**config.mk**
```make
export PLATFORM = sky130hd
export DESIGN_NAME = tick_irq_entry
export DESIGN_NICKNAME = d
export VERILOG_FILES = /design/src/rtl/tie_pkg.sv /design/src/rtl/tie_sched.sv /design/src/rtl/tie_gate.sv /design/src/rtl/tie_build.sv /design/src/rtl/tick_irq_entry.sv
export SDC_FILE = /design/constraint.sdc
export NUM_CORES = 1
export LEC_CHECK = 0
export BUFFER_PORTS_ARGS = -buffer_cell sky130_fd_sc_hd__buf_2
export CAP_MARGIN = 20
export CELL_PAD_IN_SITES_DETAIL_PLACEMENT = 1
export CELL_PAD_IN_SITES_GLOBAL_PLACEMENT = 1
export CORE_AREA = 10 10 173 175
export DETAILED_ROUTE_END_ITERATION = 10
export DIE_AREA = 0 0 183 185
export PLACE_DENSITY = 0.86
export SLEW_MARGIN = 15
export SYNTH_ARGS = -nofsm -noshare
export SYNTH_HDL_FRONTEND = slang
export SYNTH_HIERARCHICAL = 1
export SYNTH_SLANG_ARGS = --single-unit
```
**constraint.sdc**
```tcl
create_clock -name clk -period 14.35 [get_ports clk]
set_input_delay 0.7175 -clock clk [delete_from_list [all_inputs] [get_ports clk]]
set_output_delay 0.7175 -clock clk [all_outputs]
set_load 0.005 [all_outputs]
```
**src/rtl/tie_pkg.sv**
```systemverilog
package tie_pkg;

   // flavour of the scheduled interrupt
   typedef enum logic {
      KIND_NORMAL = 1'b0,
      KIND_FAST   = 1'b1
   } tie_kind_e;

endpackage

```
**src/rtl/tie_sched.sv**
```systemverilog
// Retire counter plus phase tracker that evaluates the arithmetic schedule
// without a divider: phase holds (count - base) mod period once count >= base.
module tie_sched #(
   parameter int CNT_W = 32
) (
   input  logic             clk,
   input  logic             rst_n,
   input  logic             retire,
   input  logic             en,
   input  logic [CNT_W-1:0] start,
   input  logic [CNT_W-1:0] offset,
   input  logic [CNT_W-1:0] period,
   output logic [CNT_W-1:0] cnt,
   output logic             hit
);

   logic [CNT_W-1:0] cnt_q;
   logic [CNT_W-1:0] ph_q;
   logic [CNT_W-1:0] ph_nxt;
   logic [CNT_W-1:0] ph_inc;
   logic [CNT_W-1:0] cnt_nxt;
   logic [CNT_W-1:0] base;
   logic             past_base;
   logic             at_base;
   logic             unit_period;
   logic             phase_match;

   assign base        = start + offset;
   assign cnt_nxt     = cnt_q + 1'b1;
   assign at_base     = (cnt_nxt == base);
   assign past_base   = (cnt_nxt > base);
   assign unit_period = (period == {{(CNT_W-1){1'b0}}, 1'b1});
   assign ph_inc      = ph_q + 1'b1;

   always_comb begin
      if (at_base)
         ph_nxt = '0;
      else if (past_base)
         ph_nxt = (ph_inc >= period) ? '0 : ph_inc;
      else
         ph_nxt = ph_q;
   end

   // period 1: every count at or past base; otherwise one step past base
   assign phase_match = unit_period ? (ph_nxt == '0)
                                    : (ph_nxt == {{(CNT_W-1){1'b0}}, 1'b1});

   assign hit = retire & en & (period != '0) & (at_base | past_base) & phase_match;

   always_ff @(posedge clk) begin
      if (!rst_n) begin
         cnt_q <= '0;
         ph_q  <= '0;
      end else if (retire) begin
         cnt_q <= cnt_nxt;
         ph_q  <= ph_nxt;
      end
   end

   assign cnt = cnt_q;

endmodule

```
**src/rtl/tie_gate.sv**
```systemverilog
// Mask decision for the scheduled request.
module tie_gate
   import tie_pkg::*;
#(
   parameter int            STAT_W     = 32,
   parameter int            MODE_W     = 5,
   parameter int            MASK_N_BIT = 7,
   parameter int            MASK_F_BIT = 6,
   parameter logic [MODE_W-1:0] FAST_MODE = 5'h11
) (
   input  logic              hit,
   input  tie_kind_e         kind,
   input  logic [STAT_W-1:0] status,
   output logic              take_now
);

   logic masked;
   logic in_fast_mode;

   assign in_fast_mode = (status[MODE_W-1:0] == FAST_MODE);

   always_comb begin
      if (kind == KIND_FAST)
         masked = status[MASK_F_BIT];
      else
         masked = status[MASK_N_BIT] | in_fast_mode;
   end

   assign take_now = hit & ~masked;

endmodule

```
**src/rtl/tie_build.sv**
```systemverilog
// Builds the entry values and registers them with the take pulse.
module tie_build
   import tie_pkg::*;
#(
   parameter int                STAT_W     = 32,
   parameter int                ADDR_W     = 32,
   parameter int                MODE_W     = 5,
   parameter int                MASK_N_BIT = 7,
   parameter int                MASK_F_BIT = 6,
   parameter logic [MODE_W-1:0] FAST_MODE  = 5'h11,
   parameter logic [MODE_W-1:0] NORM_MODE  = 5'h12,
   parameter logic [ADDR_W-1:0] VEC_FAST   = 'h1C,
   parameter logic [ADDR_W-1:0] VEC_NORM   = 'h18,
   parameter logic [ADDR_W-1:0] PREFETCH   = 'h8
) (
   input  logic              clk,
   input  logic              rst_n,
   input  logic              take_now,
   input  tie_kind_e         kind,
   input  logic [STAT_W-1:0] status,
   input  logic [ADDR_W-1:0] pc,
   output logic              take,
   output logic [STAT_W-1:0] new_status,
   output logic [STAT_W-1:0] saved_status,
   output logic [ADDR_W-1:0] link_val,
   output logic [ADDR_W-1:0] vector_pc
);

   localparam logic [ADDR_W-1:0] LINK_BACK = 'h4;
   localparam logic [ADDR_W-1:0] ENTRY_F   = VEC_FAST + PREFETCH;
   localparam logic [ADDR_W-1:0] ENTRY_N   = VEC_NORM + PREFETCH;

   logic              is_fast;
   logic [STAT_W-1:0] built;

   assign is_fast = (kind == KIND_FAST);

   // per-bit construction of the status word to install
   for (genvar gi = 0; gi < STAT_W; gi++) begin : g_bit
      if (gi < MODE_W) begin : g_mode
         assign built[gi] = is_fast ? FAST_MODE[gi] : NORM_MODE[gi];
      end else if (gi == MASK_N_BIT) begin : g_nmask
         assign built[gi] = 1'b1;
      end else if (gi == MASK_F_BIT) begin : g_fmask
         assign built[gi] = status[gi] | is_fast;
      end else begin : g_keep
         assign built[gi] = status[gi];
      end
   end

   always_ff @(posedge clk) begin
      if (!rst_n) begin
         take         <= 1'b0;
         new_status   <= '0;
         saved_status <= '0;
         link_val     <= '0;
         vector_pc    <= '0;
      end else begin
         take <= take_now;
         if (take_now) begin
            new_status   <= built;
            saved_status <= status;
            link_val     <= pc - LINK_BACK;
            vector_pc    <= is_fast ? ENTRY_F : ENTRY_N;
         end
      end
   end

endmodule

```
**src/rtl/tick_irq_entry.sv**
```systemverilog
module tick_irq_entry
   import tie_pkg::*;
#(
   parameter int                CNT_W      = 32,
   parameter int                STAT_W     = 32,
   parameter int                ADDR_W     = 32,
   parameter int                MODE_W     = 5,
   parameter int                MASK_N_BIT = 7,
   parameter int                MASK_F_BIT = 6,
   parameter logic [MODE_W-1:0] FAST_MODE  = 5'h11,
   parameter logic [MODE_W-1:0] NORM_MODE  = 5'h12,
   parameter logic [ADDR_W-1:0] VEC_FAST   = 'h1C,
   parameter logic [ADDR_W-1:0] VEC_NORM   = 'h18,
   parameter logic [ADDR_W-1:0] PREFETCH   = 'h8
) (
   input  logic              clk,
   input  logic              rst_n,
   input  logic              retire,
   input  logic              cfg_en,
   input  logic              cfg_fast,
   input  logic [CNT_W-1:0]  cfg_start,
   input  logic [CNT_W-1:0]  cfg_offset,
   input  logic [CNT_W-1:0]  cfg_period,
   input  logic [STAT_W-1:0] cur_status,
   input  logic [ADDR_W-1:0] cur_pc,
   output logic [CNT_W-1:0]  retired_cnt,
   output logic              take,
   output logic [STAT_W-1:0] new_status,
   output logic [STAT_W-1:0] saved_status,
   output logic [ADDR_W-1:0] link_val,
   output logic [ADDR_W-1:0] vector_pc
);

   // elaboration-time parameter checks
   if (MASK_N_BIT >= STAT_W || MASK_F_BIT >= STAT_W) begin : g_bad_mask_pos
      $error("mask bit position outside status word");
   end
   if (MASK_N_BIT == MASK_F_BIT) begin : g_bad_mask_same
      $error("the two mask bits must differ");
   end
   if (MASK_N_BIT < MODE_W || MASK_F_BIT < MODE_W) begin : g_bad_mask_mode
      $error("mask bits overlap the mode field");
   end
   if (FAST_MODE == NORM_MODE) begin : g_bad_modes
      $error("mode codes must differ");
   end
   if (CNT_W < 2) begin : g_bad_cnt
      $error("counter too narrow");
   end

   tie_kind_e kind;
   logic      hit;
   logic      take_now;

   assign kind = cfg_fast ? KIND_FAST : KIND_NORMAL;

   tie_sched #(.CNT_W(CNT_W)) u_sched (
      .clk    (clk),
      .rst_n  (rst_n),
      .retire (retire),
      .en     (cfg_en),
      .start  (cfg_start),
      .offset (cfg_offset),
      .period (cfg_period),
      .cnt    (retired_cnt),
      .hit    (hit)
   );

   tie_gate #(
      .STAT_W     (STAT_W),
      .MODE_W     (MODE_W),
      .MASK_N_BIT (MASK_N_BIT),
      .MASK_F_BIT (MASK_F_BIT),
      .FAST_MODE  (FAST_MODE)
   ) u_gate (
      .hit      (hit),
      .kind     (kind),
      .status   (cur_status),
      .take_now (take_now)
   );

   tie_build #(
      .STAT_W     (STAT_W),
      .ADDR_W     (ADDR_W),
      .MODE_W     (MODE_W),
      .MASK_N_BIT (MASK_N_BIT),
      .MASK_F_BIT (MASK_F_BIT),
      .FAST_MODE  (FAST_MODE),
      .NORM_MODE  (NORM_MODE),
      .VEC_FAST   (VEC_FAST),
      .VEC_NORM   (VEC_NORM),
      .PREFETCH   (PREFETCH)
   ) u_build (
      .clk          (clk),
      .rst_n        (rst_n),
      .take_now     (take_now),
      .kind         (kind),
      .status       (cur_status),
      .pc           (cur_pc),
      .take         (take),
      .new_status   (new_status),
      .saved_status (saved_status),
      .link_val     (link_val),
      .vector_pc    (vector_pc)
   );

endmodule

```
# After elaboration in Yosys (flattened, before gate mapping)
# Index checks and enable logic that the tools add are counted.
# Widths: inputs -> output; s select.
[word_totals]
output_inout_bits = 161
wordCells = 37
ff_bits = 191
inputBits = 165
[op_classes]
n_mux = 9
order_cmp = 2
bitwise = 9
addsub = 4
eq_ne = 4
reduce_logical = 2
[op_table]
columns = ["op", "n"]
rows = [
  ["$mux 32", 3],
  ["$add 32x1->32 const B", 2],
  ["$eq 32x1->1 const B", 2],
  ["$add 32x32->32", 1],
  ["$eq 32x32->1", 1],
  ["$ge 32x32->1", 1],
  ["$gt 32x32->1", 1],
  ["$logic_not 32->1", 1],
  ["$reduce_bool 32->1", 1],
  ["$sub 32x3->32 const B", 1],
  ["$and 1x1->1", 5],
  ["$eq 5x5->1 const B", 1],
  ["$mux 1", 5],
  ["$mux 3", 1],
  ["$or 1x1->1", 3],
  ["$not 1->1", 1],
]

# Logic depth before layout (Yosys ltp)
# Gate-level depths: netlist (run 1).
[depth]
depth_word = 9
mapped_depth = 32
mapped_depth_nobuf = 28

# By module
# The synthesis (run 1) kept the hierarchy.
[modules_own_cells]
columns = ["mod", "seq_area_each_um2", "cells_per_inst", "area_each_um2", "instances"]
rows = [
  ["tie_sched", 1281.2, 942, 7327.0, 1],
  ["tie_build", 1381.3, 373, 3362.0, 1],
  ["tie_gate", 0.0, 6, 36.3, 1],
]

# Worst setup path after synthesis (run 1)
# Ideal clock, no wire load.
[synth_timing]
path_kind = "in2reg"
startpoint = "input port cfg_offset[0]"
endpoint = "register u_build.new_status[0]"
arrival_ps = 6509
slack_ps = 7714
required_time_ps = 14222
path_buffers = 4
cell_stages = 31
cell_sequence = "ha_1 > inv_1 > fa_1 > nor2b_1 > o31ai_1 > a31oi_1 > o31a_1 > o221ai_1 > a211o_1 > a21oi_1 > or3_1 > a21oi_1 > xor2_1 > ha_1 > nand4_1 > nor4_2 > nand3_1 > a21boi_1 > or2_1 > buf_6 > buf_8 > o22a_1 > a211oi_2 > nand4_1 > nor4_2 > nand2_1 > o21ai_1 > clkbuf_1 > clkbuf_1 > mux2i_1 > nor2_1"
[synth_between]
elab_chain_cells = 8
elab_cells_between_ends = 12
[synth_lines]
columns = ["item", "line_no", "source"]
rows = [
  ["start, declared", "tick_irq_entry.sv:22", "input logic [CNT_W-1:0] cfg_offset,"],
  ["$add 32x32->32 *", "tie_sched.sv:28", "assign base = start + offset;"],
  ["$gt 32x32->1", "tie_sched.sv:31", "assign past_base = (cnt_nxt > base);"],
  ["$mux 32", "tie_sched.sv:38", "else if (past_base)"],
  ["$mux 32", "tie_sched.sv:36", "if (at_base)"],
  ["$eq 32x1->1 or $logic_not 32->1 (tied branches)", "tie_sched.sv:46, tie_sched.sv:45", ""],
  ["$mux 1", "tie_sched.sv:45", "assign phase_match = unit_period ? (ph_nxt == '0)"],
  ["$and 1x1->1 *", "tie_sched.sv:48", "assign hit = retire & en & (period != '0) & (at_base | past_base) & phase_match;"],
  ["via hit", "tick_irq_entry.sv:52", "logic hit;"],
  ["$and 1x1->1 *", "tie_gate.sv:29", "assign take_now = hit & ~masked;"],
  ["via take_now", "tick_irq_entry.sv:53", "logic take_now;"],
  ["end signal, assigned", "tie_build.sv:61", "new_status <= built;"],
  ["end, declared", "tie_build.sv:23", "output logic [STAT_W-1:0] new_status,"],
]
# The timed path passes the listed nets; every way through them passes the cells marked *.
# A chain may end at the register's enable or synchronous reset.

# Worst setup path after layout (run 1)
[layout_timing]
startpoint = "input port cfg_offset[11]"
endpoint = "register u_build.new_status[6]"
# The elaborated chain is that of the path after synthesis.

==> summary.md, run 1 <==
| Metric | Value |
|---|---|
| Clk buf depth | `2` |
| PwrDens | `77.0 nW/um2` |
| Fraction of registers with async set/reset | `0%` |
| Reg2reg path depth | `25` |
| Critical Path Fanout Max | `84` |
| CTS Sinks | `133` |
| Slew margin rel. | `35.3%` |
| Resized Gates After CTS | `0` |
| # IOs | `326` |
| Total power | `0.978 mW` |
| Vias in the first global route | `11300` |
| Syn-to-layout area delta | `18.4%` |
| CP endpoint kind | `register` |
| Run status | `complete, no violations` |
| Avg WL per Cell | `19.5 um` |
| Synthesized cell area | `10700 um2` |
| Clock Skew | `0.0230 ns` |
| H-Tree Depth | `4` |
| Final Wtd Congestion | `0.929` |
| Root Buffer Master | `clkbuf_16` |
| Reg2Reg Launch Point | `u_sched/cnt[0]` |
| DR WL met3 | `3000 um` |
| Top area cells in the synthesized netlist | `dfxtp_1, ha_1, xnor2_1, xor2_1, buf_4` |
| Worst slack at placement | `5.55 ns` |
| Placement row count | `60` |
| RSZ-0062 raised after global routing | `false` |
| TNS Setup | `0 ns` |
| Leak | `6.08 nW` |
| Mapped Cells | `1321` |
| Grt total ovfl | `0` |
| Hold crit path type | `register to register` |
| Highest routed layer | `met5` |
| Post-route minimum period | `8.43 ns` |
| CTS tree | `done` |
| Critical Path End | `u_build/new_status[6]` |
| First-pass GRT wire length | `58400 um` |
| Residual DRC | `0` |
| Initial antenna violation count | `7` |
| Die X | `183 um` |
| Unique masters post-synth | `81` |
| Final instance area | `12700 um2` |
| Crit Path Class | `primary input to register` |
| Worst endpoint data arrival time | `8.74 ns` |
| Clock Latency Late Sink | `0.43 ns` |
| Die ar. | `33900 um2` |
| Vias/cell | `5.56` |
| Initial core utilization | `40.4%` |
| Largest net degree at the start of global routing | `89` |
| Flop-to-flop setup slack | `6.15 ns` |
| Clk slew on worst S/H paths | `0.06 ns` |
| Mean Syn Cell Area | `8.12 um2` |
| Final period util | `58.7%` |
| Wire length on met2 | `18600 um` |
| Final ANT Viol Nets | `0` |
| Worst-Margin Slew | `0.970 ns` |
| Chip Height | `185 um` |
| Drt first pass iters | `5` |
| Core area | `26600 um2` |
| Setup Fix Bufs, Post-CTS | `0` |
| TritonCTS buffer count | `17` |
| Critical Path RT | `14.66 ns` |
| Cts hold-fix bufs | `0` |
| Synth area leader | `dfxtp_1` |
| Hold Violations, Final | `0` |
| Seq/Total Area, Yosys | `24.8%` |
| Yosys Warn Count | `6` |
| Drt total wl | `37300 um` |
| Vias | `10600` |
| Share of cells above drive strength 1 | `23.3%` |
| Placed cell area | `12100 um2` |
| Maximum VDD drop | `0.0603 mV` |
| Ys flop type | `dfxtp_1` |
| #FFs+latches synth | `133` |
| Fin Hold WS | `0.488 ns` |
| Detailed Place HPWL | `29800 um` |
| Met1 wire length | `14800 um` |
| R2R Path End | `u_build/new_status[6]` |
| Slew Viols, Final | `0` |
| Initial drt markers | `424` |
| IO Port Bufs | `293` |
| Top-area cell type share of the netlist area | `24.8%` |
| Peak Freq | `119 MHz` |
| Post-synth EDFFs | `0` |
| GR Util All Layers | `21.0%` |
| Fin worst setup slack | `5.92 ns` |
| Setup crit start kind | `primary input` |
| Final setup fails | `0` |
| Critical Path Source | `cfg_offset[11]` |
| NumNets Final | `1818` |
| Max-Cap Viols | `0` |
-- power breakdown --
group | internal (mW) | total (mW) | switching (mW)
clock network | 0.261 | 0.452 | 0.191
logic | 0.0670 | 0.155 | 0.0884
registers | 0.370 | 0.371 | 0.000916
-- per-layer routing --
| layer | GRT usage, % | vias to the layer above |
|---|---|---|
| met5 | 0 | - |
| met4 | 5.70 | 2 |
| met3 | 7.48 | 59 |
| met2 | 38.1 | 295 |
| met1 | 22.6 | 5116 |
| li1 | - | 5155 |
-- sequential cells by signal, summed over array words and instances, names as in the netlist --
register	count
u_sched/cnt	32
u_build/take	1
u_sched/ph_q	32
u_build/new_status	4
u_build/saved_status	32
u_build/link_val	32
-- critical path, stage by stage --
cell       delay [ns]
buf_2            0.10
ha_1             0.39
and4_1           0.28
and4_1           0.23
o2111ai_1        0.22
a31oi_1          0.33
nor3_1           0.14
o211ai_1         0.32
nand3_1          0.15
a41oi_1          0.25
nor4_1           0.08
a311o_1          0.33
ha_1             0.30
nand4_1          0.23
nor4_2           0.43
nand3_1          0.31
a21boi_1         0.29
or2_1            0.51
o22a_1           0.35
a211oi_2         0.22
nand4_1          0.14
nor4_2           0.49
nand2_1          0.16
o21ai_4          0.44
buf_4            0.84
nand2b_1         0.17
o221a_2          0.28
-- worst min-delay path by stage --
stage,startpoint,to,depth (start not counted)
2_1_floorplan,u_build/new_status[1],u_build/new_status[1],2
3_3_place_gp,u_build/link_val[3],u_build/link_val[3],2
3_5_place_dp,u_build/link_val[2],u_build/link_val[2],2
4_1_cts,u_build/link_val[2],u_build/link_val[2],2
5_1_grt,u_build/link_val[2],u_build/link_val[2],2
6_report,u_build/link_val[3],u_build/link_val[3],2
-- per-stage QoR --
| step | utilization [%] | cells |
|---|---|---|
| after detailed placement | 45.5 | 1876 |
| after floorplan | - | 1352 |
| final | 47.8 | 1912 |
| after global routing | 47.7 | 1908 |
| after CTS | 47.7 | 1907 |
| after global placement | 45.5 | 1876 |
-- cell usage in the layout (no fill, tap or decap), drive strengths merged, types with 4 or more instances in the layout --
cell    Yosys  final
o211ai      4      4
mux2i      41     41
nor2b      24     24
nor4       21     21
o22ai       8      8
a31oi      21     21
and4        7      7
a21boi     15     15
o21ai      73     73
clkbuf     38     17
a32oi       4      4
and3       21     21
or4        15     15
xnor2      63     63
o31ai      16     16
a211oi     10     10
nand2b     10     10
or2        10     10
inv        50     58
nor3       29     29
dfxtp     133    133
nand3      42     42
ha         98     98
conb        1     32
or3        23     23
a21o       43     43
buf        76    297
o21a       12     12
and2       40     40
nand2      75     75
diode       0      5
a21oi      58     58
o22a        4      4
nand4      40     40
a311oi      4      4
nor2       96     96
xor2       54     54
-- cell families after synthesis --
kind of cell,Yosys count,synth area share (%)
buf+inv,165,8.17
compound gates,300,18.4
xor+xnor,117,9.55
other cells,1,0.0350
fa+ha+maj,99,11.6
simple gates,462,23.2
flops,133,24.8
mux,44,4.14
-- layout make-up --
| cell class | count | area (um2) |
|---|---|---|
| repair buffers | 297 | 1500 |
| well taps | 341 | 427 |
| flip-flops and latches | 133 | 2660 |
| diodes | 5 | 12.5 |
| inverters | 51 | 191 |
| clock buffers | 17 | 425 |
| clock inverters | 14 | 166 |
| fillers | 3361 | 13900 |
| multi-input cells | 1054 | 7310 |
-- synthesized netlist by cell type, drive strengths merged, types with 3 or more instances --
library cell,number
mux2i,41
nand4,40
o21ai,73
xor2,54
buf,76
nand2b,10
a211o,3
a21oi,58
a311oi,4
a32oi,4
nor4,21
a21boi,15
a211oi,10
nand4b,3
nand3,42
o221ai,3
a31oi,21
o21a,12
nand2,75
ha,98
clkbuf,38
nor2b,24
and2,40
nor2,96
o211ai,4
and3,21
inv,50
or4,15
and4,7
mux2,3
a22oi,3
xnor2,63
nor3,29
o22ai,8
or3,23
or2,10
dfxtp,133
o31ai,16
o31a,3
o22a,4
a21o,43
Note: power is estimated with default switching activity, not from simulation.
==> run 2, diff against run 1 <==
--- a/config.mk
+++ b/config.mk
@@ -9,10 +9,10 @@
 export CAP_MARGIN = 20
 export CELL_PAD_IN_SITES_DETAIL_PLACEMENT = 1
 export CELL_PAD_IN_SITES_GLOBAL_PLACEMENT = 1
-export CORE_AREA = 10 10 173 175
+export CORE_AREA = 10 10 187 189
 export DETAILED_ROUTE_END_ITERATION = 10
-export DIE_AREA = 0 0 183 185
-export PLACE_DENSITY = 0.86
+export DIE_AREA = 0 0 197 199
+export PLACE_DENSITY = 0.78
 export SLEW_MARGIN = 15
 export SYNTH_ARGS = -nofsm -noshare
 export SYNTH_HDL_FRONTEND = slang
==> constraint.sdc (replaced) <==
create_clock -name clk -period 7.04 [get_ports clk]
set_input_delay 0.352 -clock clk [delete_from_list [all_inputs] [get_ports clk]]
set_output_delay 0.352 -clock clk [all_outputs]
set_load 0.005 [all_outputs]
==> run 2 against run 1 <==
- sequential power rose by 100%
- register-to-register slack got worse by 5.8 ns
- clock power rose by 98%
- global-route usage fell by 2.7 points
- clock skew fell by 0.0087 ns
- total power rose by 100%
==> summary.md, run 2 (synthesis gave the netlist of run 1 again) <==
| Metric | Value |
|---|---|
| Drt first pass iters | `4` |
| Worst-Margin Slew | `0.848 ns` |
| Global route hottest layer | `met2` |
| Slowest cell delay on critical path | `0.42 ns` |
| First-pass GRT wire length | `58900 um` |
| Commonest non-fill, non-tap cell in the layout | `buf_2` |
| PwrDens | `152 nW/um2` |
| Final Wtd Congestion | `0.912` |
| Initial core utilization | `34.3%` |
| Setup crit start kind | `register` |
| Chip Height | `199 um` |
| Final ANT Viol Nets | `0` |
| Die ar. | `39200 um2` |
| Reg2reg path depth | `27` |
| Avg WL per Cell | `19.0 um` |
| Hold Path Stages | `3` |
| CP Buf/Inv Count | `3` |
| NumNets Final | `1838` |
| CTS tree | `done` |
| GRT met1 Usage | `20.7%` |
| Critical Path RT | `7.36 ns` |
| Crit Path Class | `register to register` |
| GR Util All Layers | `18.3%` |
| Post-route minimum period | `6.70 ns` |
| Peak Freq | `149 MHz` |
| Clock Latency Late Sink | `0.42 ns` |
| Slew Viols, Final | `0` |
| Worst endpoint data arrival time | `7.02 ns` |
| # IOs | `326` |
| R2R Path End | `u_build/link_val[7]` |
| Clk buf depth | `2` |
| Leak | `6.21 nW` |
| Clk slew on worst S/H paths | `0.07 ns` |
| Placement row count | `65` |
| Total power | `1.97 mW` |
| Share of cells above drive strength 1 | `25.0%` |
| Slew margin rel. | `43.5%` |
| N_diodes | `0` |
| Hold path start | `cur_status[17]` |
| Clock Skew | `0.0143 ns` |
| Detailed Place HPWL | `30200 um` |
| Met3 GRT Util | `6.49%` |
| Syn-to-layout area delta | `21.3%` |
| Final period util | `95.2%` |
| Vias/cell | `5.38` |
| Hold worst-path end | `u_build/saved_status[17]` |
| Initial antenna violation count | `2` |
| Most Frequent Cell on Critical Path | `and3_1` |
| Die X | `197 um` |
| Fill count | `3906` |
| Vias | `10700` |
| Slowest stage cell, crit path | `dfxtp_1` |
| Hold Violations, Final | `0` |
| Reg2Reg Launch Point | `u_sched/cnt[0]` |
| Residual DRC | `0` |
| Vias in the first global route | `11100` |
| Drt total wl | `37900 um` |
| Initial drt markers | `456` |
| Root Buffer Master | `clkbuf_16` |
| CTS Sinks | `133` |
| Met2 GRT Util | `31.8%` |
| IO Port Bufs | `293` |
| H-Tree Depth | `4` |
| Run status | `complete, no violations` |
| Hold crit path type | `primary input to register` |
| Max-Cap Viols | `0` |
| Fin Hold WS | `0.169 ns` |
| TritonCTS buffer count | `17` |
| CP endpoint kind | `register` |
| Flop-to-flop setup slack | `0.34 ns` |
| Grt total ovfl | `0` |
| Maximum VDD drop | `0.112 mV` |
| Largest net degree at the start of global routing | `89` |
| Core area | `31200 um2` |
| CP delay by family, top | `simple AND/OR/NAND/NOR gates` |
| Commonest non-fill, non-tap cells in the layout | `buf_2, dfxtp_1, ha_1` |
| Critical Path Fanout Max | `11` |
| Final setup fails | `0` |
-- run 2: worst max path at each step --
stage,start,end,cells past startpoint
finish,u_sched/cnt[0],u_build/link_val[7],27
global route,u_sched/cnt[0],u_build/saved_status[13],27
CTS,u_sched/cnt[0],u_build/saved_status[13],25
detailed placement,cfg_offset[10],u_build/saved_status[13],27
global placement,cfg_offset[0],u_build/saved_status[12],29
floorplan,cfg_offset[0],u_build/saved_status[13],31
-- run 2: metal layers --
layer / share of wire (%) / vias up / wire length, um
met1: 42 / 5145 / 15700
met4: 2.2 / 4 / 828
met2: 49 / 327 / 18500
met5: 0.066 / - / 25
li1: - / 5186 / -
met3: 7.4 / 47 / 2800
-- run 2: tightest hold or removal path, delay by kind of cell --
kind | cells | cell delay, ns
mux | 1 | 0.06
simple gates | 1 | 0.07
buf+inv | 1 | 0.07
-- run 2: power breakdown --
| group | internal, mW | total (mW) | switching [mW] |
|---|---|---|---|
| Clock | 0.504 | 0.896 | 0.392 |
| Combinational | 0.138 | 0.323 | 0.185 |
| Sequential | 0.754 | 0.756 | 0.00182 |
-- run 2: stage by stage --
stage	TNS [ns]	utilization, %	instances	cell area (um2)	setup slack [ns]
floorplan	0	-	1352	10800	0.769
global placement	-13.35	39.3	1949	12300	-0.262
detailed placement	-19.25	39.3	1949	12300	-0.369
CTS	0	41.2	1981	12900	0.0195
global route	-0.865	41.7	1989	13000	-0.0651
finish	0	41.7	1989	13000	0.339
-- run 2: what timing repair did --
action                                 in CTS  in global routing
setup endpoints to repair                   0                 69
setup buffers                               0                  7
gates resized for setup                     0                 16
hold buffers                                0                  0
endpoints found under the hold margin       0                  0
-- run 2: cell type report --
type / instances / area (um2) / share of cell area, %
timing repair buffer: 317 / 1710 / 13.1
tap: 402 / 503 / 3.86
clock buffer: 17 / 425 / 3.27
sequential: 133 / 2660 / 20.5
clock inverter: 15 / 158 / 1.21
inverter: 51 / 191 / 1.47
multi-input combinational: 1054 / 7370 / 56.6
